## src/rtl/pbi_pkg.sv

```systemverilog
package pbi_pkg;
  typedef enum logic [2:0] {
    S_IDLE,
    S_REQ,
    S_ADDR,
    S_DATA,
    S_TURN
  } pbi_state_e;

  localparam logic [3:0] CMD_MEM_RD = 4'b0110;
  localparam logic [3:0] CMD_MEM_WR = 4'b0111;
  localparam logic [3:0] BE_ALL     = 4'b0000;
endpackage

```

## src/rtl/pbi_walker.sv

```systemverilog
// Tracks the next bus address and the count of words still to move.
module pbi_walker #(
  parameter int DW = 32,
  parameter int LW = 8
) (
  input  logic          clk,
  input  logic          rst_n,
  input  logic          load,
  input  logic          adv,
  input  logic [DW-1:0] ld_addr,
  input  logic [LW-1:0] ld_len,
  output logic [DW-1:0] cur_addr,
  output logic          last_one,
  output logic          none_left
);
  localparam int STEP = DW / 8;

  logic [DW-1:0] addr_q, addr_d;
  logic [LW-1:0] rem_q, rem_d;

  always_comb begin
    addr_d = addr_q;
    rem_d  = rem_q;
    if (load) begin
      addr_d = ld_addr;
      rem_d  = ld_len;
    end else if (adv) begin
      addr_d = addr_q + DW'(STEP);
      rem_d  = rem_q - LW'(1);
    end
  end

  always_ff @(posedge clk or negedge rst_n) begin
    if (!rst_n) begin
      addr_q <= '0;
      rem_q  <= '0;
    end else if (load || adv) begin
      addr_q <= addr_d;
      rem_q  <= rem_d;
    end
  end

  assign cur_addr  = addr_q;
  assign last_one  = (rem_q == LW'(1));
  assign none_left = (rem_q == '0);
endmodule

```

## src/rtl/pbi_fsm.sv

```systemverilog
// Transaction sequencer: arbitration, address, data, release.
module pbi_fsm
  import pbi_pkg::*;
(
  input  logic       clk,
  input  logic       rst_n,
  input  logic       start,
  input  logic       gnt_n,
  input  logic       trdy_n,
  input  logic       stop_n,
  input  logic       devsel_n,
  input  logic       ini_rdy,
  input  logic       last_one,
  input  logic       none_left,
  output pbi_state_e state_q,
  output logic       irdy_act,
  output logic       xfer,
  output logic       frame_last,
  output logic       abort_q
);
  pbi_state_e state_d;
  logic drop_q, drop_d;
  logic hold_q, hold_d;
  logic abort_d;
  logic in_data;

  assign in_data    = (state_q == S_DATA);
  assign irdy_act   = in_data && (ini_rdy || hold_q);
  assign xfer       = irdy_act && !trdy_n && !devsel_n;
  assign frame_last = last_one || drop_q;

  always_comb begin
    state_d = state_q;
    unique case (state_q)
      S_IDLE: if (start) state_d = S_REQ;
      S_REQ:  if (!gnt_n) state_d = S_ADDR;
      S_ADDR: state_d = S_DATA;
      S_DATA: if (!stop_n || (xfer && frame_last)) state_d = S_TURN;
      S_TURN: state_d = (abort_q || none_left) ? S_IDLE : S_REQ;
      default: state_d = S_IDLE;
    endcase
  end

  always_comb begin
    drop_d  = (state_q == S_ADDR || in_data) ? (drop_q || gnt_n) : 1'b0;
    hold_d  = irdy_act && !xfer && stop_n;
    abort_d = abort_q;
    if (in_data && !stop_n && devsel_n) abort_d = 1'b1;
    else if (state_q == S_TURN)         abort_d = 1'b0;
  end

  always_ff @(posedge clk or negedge rst_n) begin
    if (!rst_n) begin
      state_q <= S_IDLE;
      drop_q  <= 1'b0;
      hold_q  <= 1'b0;
      abort_q <= 1'b0;
    end else begin
      state_q <= state_d;
      drop_q  <= drop_d;
      hold_q  <= hold_d;
      abort_q <= abort_d;
    end
  end
endmodule

```

## src/rtl/pbi_initiator.sv

```systemverilog
module pbi_initiator
  import pbi_pkg::*;
#(
  parameter int DW = 32,
  parameter int LW = 8
) (
  input  logic          clk,
  input  logic          rst_n,
  input  logic          req_valid,
  input  logic          req_write,
  input  logic [DW-1:0] req_addr,
  input  logic [LW-1:0] req_len,
  output logic          cmd_ready,
  input  logic [DW-1:0] wr_data,
  output logic          wr_take,
  output logic [DW-1:0] rd_data,
  output logic          rd_valid,
  input  logic          ini_rdy,
  output logic          done,
  output logic          err,
  output logic          bus_req_n_o,
  input  logic          gnt_n_i,
  output logic          frame_n_o,
  output logic          frame_oe,
  output logic          irdy_n_o,
  output logic          irdy_oe,
  output logic [DW-1:0] ad_o,
  output logic          ad_oe,
  input  logic [DW-1:0] ad_i,
  output logic [3:0]    cbe_o,
  output logic          cbe_oe,
  input  logic          trdy_n_i,
  input  logic          stop_n_i,
  input  logic          devsel_n_i
);
  logic [1:0]    rsync_q;
  logic          rst_core_n;
  logic          start;
  logic          wr_q;
  logic          irdy_act, xfer, frame_last, abort_q;
  logic          last_one, none_left;
  logic [DW-1:0] cur_addr;
  pbi_state_e    state_q;
  logic          st_addr, st_data, st_turn;

  // asynchronous assertion, synchronous release
  always_ff @(posedge clk or negedge rst_n) begin
    if (!rst_n) rsync_q <= 2'b00;
    else        rsync_q <= {rsync_q[0], 1'b1};
  end
  assign rst_core_n = rsync_q[1];

  assign cmd_ready = (state_q == S_IDLE);
  assign start     = cmd_ready && req_valid && (req_len != '0);

  always_ff @(posedge clk or negedge rst_core_n) begin
    if (!rst_core_n)  wr_q <= 1'b0;
    else if (start)   wr_q <= req_write;
  end

  pbi_walker #(.DW(DW), .LW(LW)) u_walker (
    .clk       (clk),
    .rst_n     (rst_core_n),
    .load      (start),
    .adv       (xfer),
    .ld_addr   (req_addr),
    .ld_len    (req_len),
    .cur_addr  (cur_addr),
    .last_one  (last_one),
    .none_left (none_left)
  );

  pbi_fsm u_fsm (
    .clk        (clk),
    .rst_n      (rst_core_n),
    .start      (start),
    .gnt_n      (gnt_n_i),
    .trdy_n     (trdy_n_i),
    .stop_n     (stop_n_i),
    .devsel_n   (devsel_n_i),
    .ini_rdy    (ini_rdy),
    .last_one   (last_one),
    .none_left  (none_left),
    .state_q    (state_q),
    .irdy_act   (irdy_act),
    .xfer       (xfer),
    .frame_last (frame_last),
    .abort_q    (abort_q)
  );

  assign st_addr = (state_q == S_ADDR);
  assign st_data = (state_q == S_DATA);
  assign st_turn = (state_q == S_TURN);

  assign bus_req_n_o = !(state_q == S_REQ);
  assign frame_oe    = st_addr || st_data || st_turn;
  assign frame_n_o   = !(st_addr || (st_data && !frame_last));
  assign irdy_oe     = st_data || st_turn;
  assign irdy_n_o    = !irdy_act;
  assign ad_oe       = st_addr || (st_data && wr_q);
  assign ad_o        = st_addr ? cur_addr : wr_data;
  assign cbe_oe      = st_addr || st_data;
  assign cbe_o       = st_addr ? (wr_q ? CMD_MEM_WR : CMD_MEM_RD) : BE_ALL;

  assign wr_take  = xfer && wr_q;
  assign rd_valid = xfer && !wr_q;
  assign rd_data  = ad_i;
  assign done     = st_turn && (abort_q || none_left);
  assign err      = st_turn && abort_q;
endmodule

```

## config.mk

```make
export PLATFORM = sky130hd
export DESIGN_NAME = pbi_initiator
export DESIGN_NICKNAME = d
export VERILOG_FILES = /design/src/rtl/pbi_pkg.sv /design/src/rtl/pbi_walker.sv /design/src/rtl/pbi_fsm.sv /design/src/rtl/pbi_initiator.sv
export SDC_FILE = /design/constraint.sdc
export NUM_CORES = 1
export LEC_CHECK = 0
export BUFFER_PORTS_ARGS = -buffer_cell sky130_fd_sc_hd__buf_2
export CORE_UTILIZATION = 29
export DETAILED_ROUTE_END_ITERATION = 10
export PLACE_DENSITY = 0.68
export SYNTH_ARGS = -nofsm -noshare
export SYNTH_HDL_FRONTEND = slang
export SYNTH_SLANG_ARGS = --single-unit
```

## constraint.sdc

```tcl
create_clock -name clk -period 1.7 [get_ports clk]
set_input_delay 0.17 -clock clk [delete_from_list [all_inputs] [get_ports clk]]
set_output_delay 0.17 -clock clk [all_outputs]
set_load 0.05 [all_outputs]
```

==> out/metrics.yaml <==
drt_iter0_drc: 238
outcome: "finished with violations"
regToRegStartpoint: "u_walker.cur_addr[2]$_DFFE_PN0P_"
p_int_uw: 5460
drt-wirelength-per-cell_um: 18.4
areaGrowthSynthToFinish_pct: 70.9
grt_max_degree: 33
diodes: 0
drcViolationCount: 14
vias_per_cell: 5.30
antenna_left: 0
critical_path.max_fanout: 2
clock_skew_ps: 7.18
cts.path.max_buffers: 2
cp-end-kind: "output port"
cp.arrival_ps: 1880
power.switching_uw: 4780
gr-usage-all-layers_pct: 20.4
tritoncts: "built"
layout_common_cells: "buf_2 (82), buf_4 (76), dfrtp_1 (48)"
place_ws_ps: -290
synthesis.nets: 512
final_nets: 698
layout_commonest_cell: "buf_2"
grt_pass1_wl_mm: 20.0
numCtsBuffers: 5
syn_area_per_cell_um2: 8.81
clk_latency_ps: 290
async_flop_share_pct: 100
grt_pass1_vias: 3965
critical-path-top-delay-family: "simple AND/OR/NAND/NOR gates"
cp_cell_sequence: "or4_4 > nor3_4 > a21oi_4 > o21ai_4 > buf_6"
min-delay-start: "req_addr[0]"
ir_drop_v: 0.000965
drt_pass1_iterations: 8
synthFlopType: "dfrtp_1"
final_cells: 725
p_leak_uw: 0.00278
crit_start: "u_walker.rem_q[6]$_DFFE_PN0P_"
row_count: 39
initial_core_util_pct: 30.1
drive_above_1_share_pct: 56.5
final_max_slew_viol_count: 0
crit_type: "flip-flop to output port"
die_area_um2: 12400
p_comb_share_pct: 68.3
startpoint_type: "flip-flop"
min_path_type: "input port to flip-flop"
seq_area_frac_synth_pct: 35.2
rsz0062_at_grt: "true"
clockRootBuffer: "clkbuf_16"
dieHeight_um: 112
die_w_um: 112
power.density_nw_per_um2: 1720
crit_buf_inv: 1
fin_crit_sh_pct: 121
fin_crit_ps: 2050
dp.cells: 668
critical_path.slowest_cell: "or4_4"
vias: 3843
required_ps: 1530
io_buffers: 127
syn_inst: 395
overflow: 0
syn_area_um2: 3480
routabilityCongestion: 0.880
synth_cell_types: 56
clkSlewWorstSetupHoldPaths_ps: 70
routed_wl_mm: 13.3
synth_edf_count: 0
seqPwrFrac_pct: 21.8
violations: "DRC, setup timing"
io-pin-count: 193
dp_hpwl_mm: 8.31
core_um2: 11600
grt_antenna_before_repair: 0
maxCapViolations: 0
setup_slack_ps: -351
cts.sinks: 49
setup_violations: 85
final-hold-violation-count: 0
switching_share_pct: 46.7
clkPwrFrac_pct: 9.9
max_stage_delay_ps: 560
ys_seq_elements: 49
yosysWarnings: 0
max_freq_mhz: 488
cts_max_level: 2
-- sequential cells by signal (all words and copies together) (netlist names) --
register,count
u_walker.cur_addr,32
u_walker.rem_q,8
u_fsm.state_q,3
rsync_q,2
u_fsm.abort_q,1
u_fsm.drop_q,1
u_fsm.hold_q,1
wr_q,1
-- worst min-delay path, delay by kind of cell --
| family | cells | cell delay, ps |
|---|---|---|
| buffers and inverters | 1 | 70 |
| AND/OR/NAND/NOR | 2 | 90 |
-- synth_stat cells, drive strengths merged, types with 2 or more instances --
master / number / share of area (%)
nand3: 19 / 2.7
a21oi: 8 / 1.2
o21ai: 33 / 4.7
mux2: 32 / 10
or3: 3 / 0.54
a211oi: 2 / 0.79
nor4: 6 / 1.3
o211ai: 4 / 0.86
dfrtp: 49 / 35
nand4: 12 / 2.3
inv: 13 / 1.4
nor2: 25 / 2.7
nand3b: 4 / 1.2
clkbuf: 13 / 1.4
nor3b: 3 / 0.79
ha: 4 / 1.4
xor2: 9 / 2.3
conb: 2 / 0.22
and2: 2 / 0.36
xnor2: 9 / 2.3
nand2b: 2 / 0.36
a31oi: 4 / 0.72
a22oi: 5 / 1.1
buf: 42 / 8.9
a221o: 5 / 1.4
o311ai: 4 / 1.0
nand2: 45 / 4.9
nor3: 14 / 2.0
and3: 4 / 0.72
-- metal layers --
layer | global-route usage, % | wire [um] | share of wire (%) | vias up
met5 | 0 | 0 | 0 | -
met1 | 25.2 | 5340 | 40 | 1832
li1 | - | - | - | 1755
met2 | 34.3 | 6450 | 48 | 199
met3 | 4.35 | 1060 | 8.0 | 57
met4 | 8.92 | 458 | 3.4 | 0
-- repair_timing --
action	4_1_cts	5_1_grt
setup endpoints to repair	83	88
hold endpoints to repair	2	0
pin swaps	25	23
cloned	8	1
gates resized for setup	163	65
hold buffers	1	0
buffers inserted	28	11
-- final timing paths --
kind	endpoint	slack [ps]	cells after the start
max	frame_n_o	-350	5
min	u_walker.cur_addr[0]$_DFFE_PN0P_	70	3
max reg2reg	u_walker.cur_addr[20]$_DFFE_PN0P_	-330	7
min reg2reg	wr_q$_DFFE_PN0P_	210	0
max in group asynchronous	u_walker.cur_addr[5]$_DFFE_PN0P_	970	1
min in group asynchronous	rsync_q[0]$_DFF_PN0_	180	2
-- kinds of logic (layout without fill, tap and decap cells) --
family | after synthesis | after routing | synth area share, %
simple gates | 146 | 147 | 21.9
xor+xnor | 18 | 18 | 4.53
buf+inv | 68 | 254 | 11.7
flops | 49 | 49 | 35.2
mux | 33 | 33 | 10.6
other cells | 2 | 2 | 0.216
compound gates | 75 | 75 | 14.3
fa+ha+maj | 4 | 4 | 1.44
-- per-stage QoR --
stage / util (%) / total power, uW / setup TNS [ps] / hold slack (ps) / cell area, um2
4_1_cts: 48.3 / 9720 / -18710 / 62.9 / 5590
2_1_floorplan: - / 5860 / -2480 / -126 / 3600
3_5_place_dp: 39.1 / 7140 / -7930 / -41.1 / 4520
5_1_grt: 51.4 / 10800 / -21780 / 87.0 / 5950
3_3_place_gp: 39.1 / 7020 / -6130 / -41.5 / 4520
6_report: 51.4 / 10200 / -16300 / 66.9 / 5950
-- final cells by class --
class	instances	area, um2
clock buffers	8	136
fillers	976	5620
inverters	13	48.8
multi-input cells	279	2290
flip-flops and latches	49	1230
well taps	143	179
repair buffers	233	2060
-- power groups by stage --
stage          Combinational, uW  Clock, uW  Sequential [uW]
2_1_floorplan               3740          0             2120
3_3_place_gp                4830          0             2180
3_5_place_dp                4930          0             2210
4_1_cts                     6510       1020             2190
5_1_grt                     7370       1070             2310
6_report                    6990       1010             2230
No activity file was read; power rests on OpenSTA's default activity.
